### config.mk
export PLATFORM = sky130hd
export DESIGN_NAME = twd_gen
export DESIGN_NICKNAME = d
export VERILOG_FILES = /design/src/rtl/twd_pkg.sv /design/src/rtl/twd_octant_fold.sv /design/src/rtl/twd_octant_rom.sv /design/src/rtl/twd_octant_map.sv /design/src/rtl/twd_gen.sv
export SDC_FILE = /design/constraint.sdc
export NUM_CORES = 1
export LEC_CHECK = 0
export BUFFER_PORTS_ARGS = -buffer_cell sky130_fd_sc_hd__buf_2
export CORE_ASPECT_RATIO = 0.8
export CORE_MARGIN = 2
export CORE_UTILIZATION = 59
export DETAILED_ROUTE_END_ITERATION = 10
export GPL_TIMING_DRIVEN = 0
export PLACE_DENSITY = 0.85
export SYNTH_ARGS = -nofsm -noshare
export SYNTH_HDL_FRONTEND = slang
export SYNTH_SLANG_ARGS = --single-unit
### constraint.sdc
create_clock -name clk -period 6.7 [get_ports clk]
set_input_delay 2.01 -clock clk [delete_from_list [all_inputs] [get_ports clk]]
set_output_delay 2.01 -clock clk [all_outputs]
set_load 0.02 [all_outputs]
### src/rtl/twd_pkg.sv
package twd_pkg;

  typedef logic [2:0] octant_t;

  // Quantise a non-negative magnitude (at most 1.0) to an unsigned code
  // with w-1 fraction bits; 1.0 is limited to the largest positive code.
  function automatic int quant_mag(real x, int w);
    real scaled;
    int  code;
    int  top;
    top    = (1 << (w - 1)) - 1;
    scaled = x * (2.0 ** (w - 1));
    code   = $rtoi(scaled + 0.5);
    if (code > top) code = top;
    if (code < 0)   code = 0;
    return code;
  endfunction

endpackage

### src/rtl/twd_octant_fold.sv
module twd_octant_fold #(
  parameter int N = 64
) (
  input  logic [$clog2(N)-1:0] k,
  output twd_pkg::octant_t     oct,
  output logic [$clog2(N)-3:0] idx
);
  localparam int KW     = $clog2(N);
  localparam int MW     = KW - 3;
  localparam int EIGHTH = N / 8;

  logic [MW-1:0] m;
  logic [MW:0]   m_ext;
  logic [MW:0]   eighth_c;

  assign oct      = k[KW-1 -: 3];
  assign m        = k[MW-1:0];
  assign m_ext    = {1'b0, m};
  assign eighth_c = EIGHTH[MW:0];

  // Odd octants run backwards through the table.
  always_comb begin
    if (oct[0]) idx = eighth_c - m_ext;
    else        idx = m_ext;
  end

endmodule

### src/rtl/twd_octant_rom.sv
module twd_octant_rom #(
  parameter int N = 64,
  parameter int W = 16
) (
  input  logic [$clog2(N)-3:0] idx,
  output logic [W-1:0]         cos_mag,
  output logic [W-1:0]         sin_mag
);
  localparam int  IW    = $clog2(N) - 2;
  localparam int  DEPTH = N / 8 + 1;
  localparam real PI    = 3.14159265358979323846;

  logic [W-1:0] cos_tab [DEPTH];
  logic [W-1:0] sin_tab [DEPTH];

  for (genvar i = 0; i < DEPTH; i++) begin : g_entry
    localparam real ANG = 2.0 * PI * i / N;
    localparam int  CQ  = twd_pkg::quant_mag($cos(ANG), W);
    localparam int  SQ  = twd_pkg::quant_mag($sin(ANG), W);
    assign cos_tab[i] = CQ[W-1:0];
    assign sin_tab[i] = SQ[W-1:0];
  end

  always_comb begin
    cos_mag = '0;
    sin_mag = '0;
    for (int i = 0; i < DEPTH; i++) begin
      if (idx == IW'(i)) begin
        cos_mag = cos_tab[i];
        sin_mag = sin_tab[i];
      end
    end
  end

endmodule

### src/rtl/twd_octant_map.sv
module twd_octant_map #(
  parameter int W = 16
) (
  input  twd_pkg::octant_t   oct,
  input  logic [W-1:0]       cos_mag,
  input  logic [W-1:0]       sin_mag,
  output logic signed [W-1:0] re,
  output logic signed [W-1:0] im
);
  logic signed [W-1:0] c_pos, s_pos, c_neg, s_neg;

  assign c_pos = cos_mag;
  assign s_pos = sin_mag;
  assign c_neg = -c_pos;
  assign s_neg = -s_pos;

  always_comb begin
    unique case (oct)
      3'd0: begin re = c_pos; im = s_neg; end
      3'd1: begin re = s_pos; im = c_neg; end
      3'd2: begin re = s_neg; im = c_neg; end
      3'd3: begin re = c_neg; im = s_neg; end
      3'd4: begin re = c_neg; im = s_pos; end
      3'd5: begin re = s_neg; im = c_pos; end
      3'd6: begin re = s_pos; im = c_pos; end
      default: begin re = c_pos; im = s_pos; end
    endcase
  end

endmodule

### src/rtl/twd_gen.sv
module twd_gen #(
  parameter int N = 64,
  parameter int W = 16
) (
  input  logic                 clk,
  input  logic                 rst_n,
  input  logic                 in_valid,
  output logic                 in_ready,
  input  logic [$clog2(N)-1:0] in_k,
  output logic                 out_valid,
  input  logic                 out_ready,
  output logic signed [W-1:0]  out_re,
  output logic signed [W-1:0]  out_im
);
  localparam int IW = $clog2(N) - 2;

  twd_pkg::octant_t    oct;
  logic [IW-1:0]       idx;
  logic [W-1:0]        cmag, smag;
  logic signed [W-1:0] re_c, im_c;
  logic                take;

  twd_octant_fold #(.N(N)) u_fold (
    .k   (in_k),
    .oct (oct),
    .idx (idx)
  );

  twd_octant_rom #(.N(N), .W(W)) u_rom (
    .idx     (idx),
    .cos_mag (cmag),
    .sin_mag (smag)
  );

  twd_octant_map #(.W(W)) u_map (
    .oct     (oct),
    .cos_mag (cmag),
    .sin_mag (smag),
    .re      (re_c),
    .im      (im_c)
  );

  assign in_ready = !out_valid || out_ready;
  assign take     = in_valid && in_ready;

  always_ff @(posedge clk) begin
    if (!rst_n) begin
      out_valid <= 1'b0;
      out_re    <= '0;
      out_im    <= '0;
    end else begin
      if (take) begin
        out_valid <= 1'b1;
        out_re    <= re_c;
        out_im    <= im_c;
      end else if (out_ready) begin
        out_valid <= 1'b0;
      end
    end
  end

endmodule

==> impl_metrics.py <==
metrics = {
    "status": {
        "status": "finished clean",
    },
    "power_and_ir_drop": {
        "sw_frac_of_total": 0.4452,
        "static-leakage-power_nw": 1.403,
        "share_seq_of_total_power": 0.317,
        "peakVddDrop_mv": 0.1775,
        "combPwrFrac": 0.468,
        "power_report.internal_total_w": 0.0003962,
        "power_frac_clock": 0.215,
        "total_switching_power_w": 0.0003180,
        "powerDensity_nw_per_um2": 202.7,
    },
    "worst_setup_path": {
        "timing.critical_path.cells": "buf_2 -> buf_2 -> inv_1 -> ha_1 -> clkbuf_1 -> or3b_2 -> nor2_1 -> o41ai_4 -> and4_1 -> ha_1 -> or4b_4 -> nor4_4 -> xnor2_1 -> a221o_1 -> a32o_1",
        "r2r_setup_slack_ps": 4560,
        "critPathMaxFanout": 10,
        "number_of_buffers_and_inverters_on_the_critical_path": 4,
        "timing.critical_path.from_type": "input port",
        "cpMaxStageDelayCell": "o41ai_4",
        "req_time_crit_path_ps": 6890,
        "cp_data_arrival_time_ps": 6540,
        "worst_r2r_path_depth": 5,
        "sort_of_element_at_the_end_of_the_critical_path": "register",
        "critPathKind": "input port to register",
        "critical_path.reg2reg.endpoint": "out_im[9]",
        "worst_path_dominant_cell_family": "simple AND/OR/NAND/NOR gates",
        "worstReg2RegStart": "out_valid",
        "cpPeakStageDelay_ps": 530,
        "setup.worst_path.start": "in_k[0]",
    },
    "floorplanning": {
        "rows": 23,
        "dieWidth_um": 85.49,
        "die_height_um": 69.19,
        "starting_density_of_the_core": 0.6188,
        "io_pins": 44,
        "design.die.area_um2": 5915,
        "fp.coreArea_um2": 5065,
    },
    "layout": {
        "final_util": 0.6957,
        "num_antenna_cells": 0,
        "final_cell_mix": "49 x buf_2, 49 x nand2_1, 38 x nor2_1, 38 x o21ai_0, 37 x a21oi_1",
        "regArea_um2": 660.6,
        "layout.nets": 495,
        "num-fill-cells": 413,
        "final_area_um2": 3523,
        "drive_gt1_frac": 0.1722,
        "flow.area_growth_from_synthesis_pct": 12.42,
        "multi_input_comb_area_um2": 2311,
    },
    "yosys": {
        "synth-simple-area-share": 0.2683,
        "proportion_of_synthesized_flip_flops_having_asynchronous_set_or_reset": 0,
        "post_synth_mux_area_share": 0.02036,
        "synth-seq-area-share": 0.2108,
        "avgSynthCellArea_um2": 7.255,
        "synth_nets": 446,
        "yosys.area_share.xor_xnor": 0.01118,
        "syn-cell-area_um2": 3134,
        "synth.lib_cells_used.distinct": 78,
        "synth_compound_gate_area_share": 0.4156,
        "ffs_latches_synth": 33,
        "synthFlopType": "dfxtp_1",
        "post_synth_fa_ha_maj_area_fraction": 0.01597,
        "synth_enable_flop_cells": 0,
        "syn-instance-count": 432,
        "yosysWarnings": 0,
        "largest_family_of_logic_cells_by_synthesized_area": "compound AO/OA/AOI/OAI gates",
    },
    "clock_network": {
        "clock_insertion_delay_worst_skew_ps": 300,
        "cts-root-buf": "clkbuf_8",
        "max-clock-path-buffers": 2,
        "number_of_levels_in_the_clock_h_tree": 2,
        "numCtsBuffers": 5,
        "clk_pin_slew_worst_paths_ps": 80,
        "cts.sinks": 33,
        "postCtsSetupRepairBufs": 0,
        "cts-resized-gates": 1,
        "cts_tree": "built",
        "cts_hold_buffers": 0,
    },
    "sta": {
        "report.final.hold_viol_count": 0,
        "timing.final.crit_share": 0.9464,
        "tightestPinTransition_ps": 999.9,
        "finClkSkew_ps": 9.557,
        "totalNegativeSetupSlack_ps": 0,
        "finalSetupViolCount": 0,
        "setup_slack_after_layout_ps": 359.2,
        "highest_attainable_clock_frequency_mhz": 157.7,
        "min_period_ps": 6341,
        "report.final.slew_viol_count": 0,
        "rsz0062_at_grt": "no",
        "slew_headroom": 0.3310,
    },
    "global_route": {
        "grt_antenna_before_repair": 0,
        "grt_max_degree": 11,
        "globalRouteTotalUtil": 0.4119,
        "grt_pass1_vias": 3744,
        "wire_length_of_the_first_global_routing_pass_um": 19470,
        "grt_overflow_total": 0,
    },
    "routing": {
        "detail_route.iter0.violations": 809,
        "wl_per_cell_um": 22.34,
        "drt_pass1_iterations": 7,
        "drt_drc_violations_left": 0,
        "vias": 4047,
        "drt-vias-per-instance": 7.439,
        "ant_nets": 0,
        "postRouteWirelength_um": 12150,
    },
    "min_path": {
        "hold_class": "register to register",
        "hold_end": "out_im[3]",
        "worst_hold_path_cells": 2,
        "timing.hold.worst.start": "out_im[3]",
    },
    "placed_design": {
        "post-dp-hpwl_um": 9025,
        "io_buffers": 42,
        "gp_congestion": 1.081,
        "placement.setup.worst_slack_ps": -317.4,
        "placement.cell_area_um2": 3422,
    },
    "run": {
        "drv_cap": 0,
    },
}
## tightest hold or removal path, stage by stage, from the launching register on
cell and delay, ps:
dfxtp_1 320, nand2_1 50, o31ai_1 50
## power by group through the flow
| stage | clock [W] | combinational, W | sequential (W) |
|---|---|---|---|
| 2_1_floorplan | 0 | 0.000197 | 0.000255 |
| 5_1_grt | 0.000162 | 0.000354 | 0.000229 |
| 3_5_place_dp | 0 | 0.000314 | 0.000231 |
| 6_report | 0.000153 | 0.000334 | 0.000227 |
| 4_1_cts | 0.000148 | 0.000317 | 0.000226 |
| 3_3_place_gp | 0 | 0.000310 | 0.000230 |
## stage by stage
| step | power, W | cells | hold slack, ps |
|---|---|---|---|
| after floorplan | 0.0004524 | 432 | 530.4 |
| after global placement | 0.0005391 | 536 | 435.5 |
| after detailed placement | 0.0005445 | 536 | 441.9 |
| after CTS | 0.0006918 | 544 | 458.0 |
| after global routing | 0.0007452 | 544 | 489.3 |
| final | 0.0007142 | 544 | 453.8 |
## cells in the mapped netlist, types with 3 or more instances
cell        n  area, µm²
buf_2       7      35.03
nor2b_1     4      25.02
and3b_1     3      26.28
clkbuf_1   20      75.07
nor3_1      9      45.04
nor2_1     38      142.6
a32o_1      7      70.07
or3_1       3      18.77
or4_1       3      22.52
dfxtp_1    33      660.6
o21a_1      5      37.54
nand3_1    13      65.06
and4b_1     3      30.03
and2_1      4      25.02
xnor2_1     3      26.28
o221ai_1    4      35.03
o21ai_0    38      190.2
ha_1        4      50.05
nand2b_1    4      25.02
a21oi_1    37      185.2
nor3b_1     4      30.03
a221oi_1    5      43.79
a311oi_1    6      52.55
nand2_1    49      183.9
o31a_1      4      35.03
or2_2       4      25.02
inv_1      11      41.29
o2111ai_1   3      26.28
a211oi_1    8      60.06
o211ai_1    9      67.56
mux2i_1     3      30.03
o21ai_1     7      35.03
a31oi_1    11      68.82
o31ai_1     6      45.04
## worst max path at each step
| stage | to | slack (ps) | depth (start not counted) |
|---|---|---|---|
| 2_1_floorplan | out_im[6] | 980 | 14 |
| 3_3_place_gp | out_im[6] | -290 | 15 |
| 3_5_place_dp | out_im[6] | -320 | 15 |
| 4_1_cts | out_im[6] | 350 | 15 |
| 5_1_grt | out_im[6] | 170 | 15 |
| 6_report | out_im[6] | 360 | 15 |
## sequential cells by signal, summed over array words and instances, names as in the netlist
name	flops
out_im	16
out_re	16
out_valid	1
## routing by layer
layer,part of all wire,GRT usage,wire length [µm]
met2,0.41,0.5877,5002
met3,0.15,0.1345,1768
met4,0.046,0.1640,555
met5,0,0,0
met1,0.40,0.5709,4825
## final cells by class
cell class	instances	share of cell area
clock inverters	2	0.002841
multi-input cells	357	0.6559
plain buffers	30	0.03871
well taps	62	0.02202
inverters	12	0.01278
clock buffers	6	0.02060
flip-flops and latches	33	0.1875
repair buffers	42	0.05966
## kinds of logic (layout without fill, tap and decap cells)
| logic type | after synthesis | after routing |
|---|---|---|
| compound gates | 185 | 185 |
| simple gates | 159 | 159 |
| buf+inv | 42 | 92 |
| flops | 33 | 33 |
| mux | 5 | 5 |
| fa+ha+maj | 4 | 4 |
| xor+xnor | 4 | 4 |
Power figures use the tool's default switching activity.
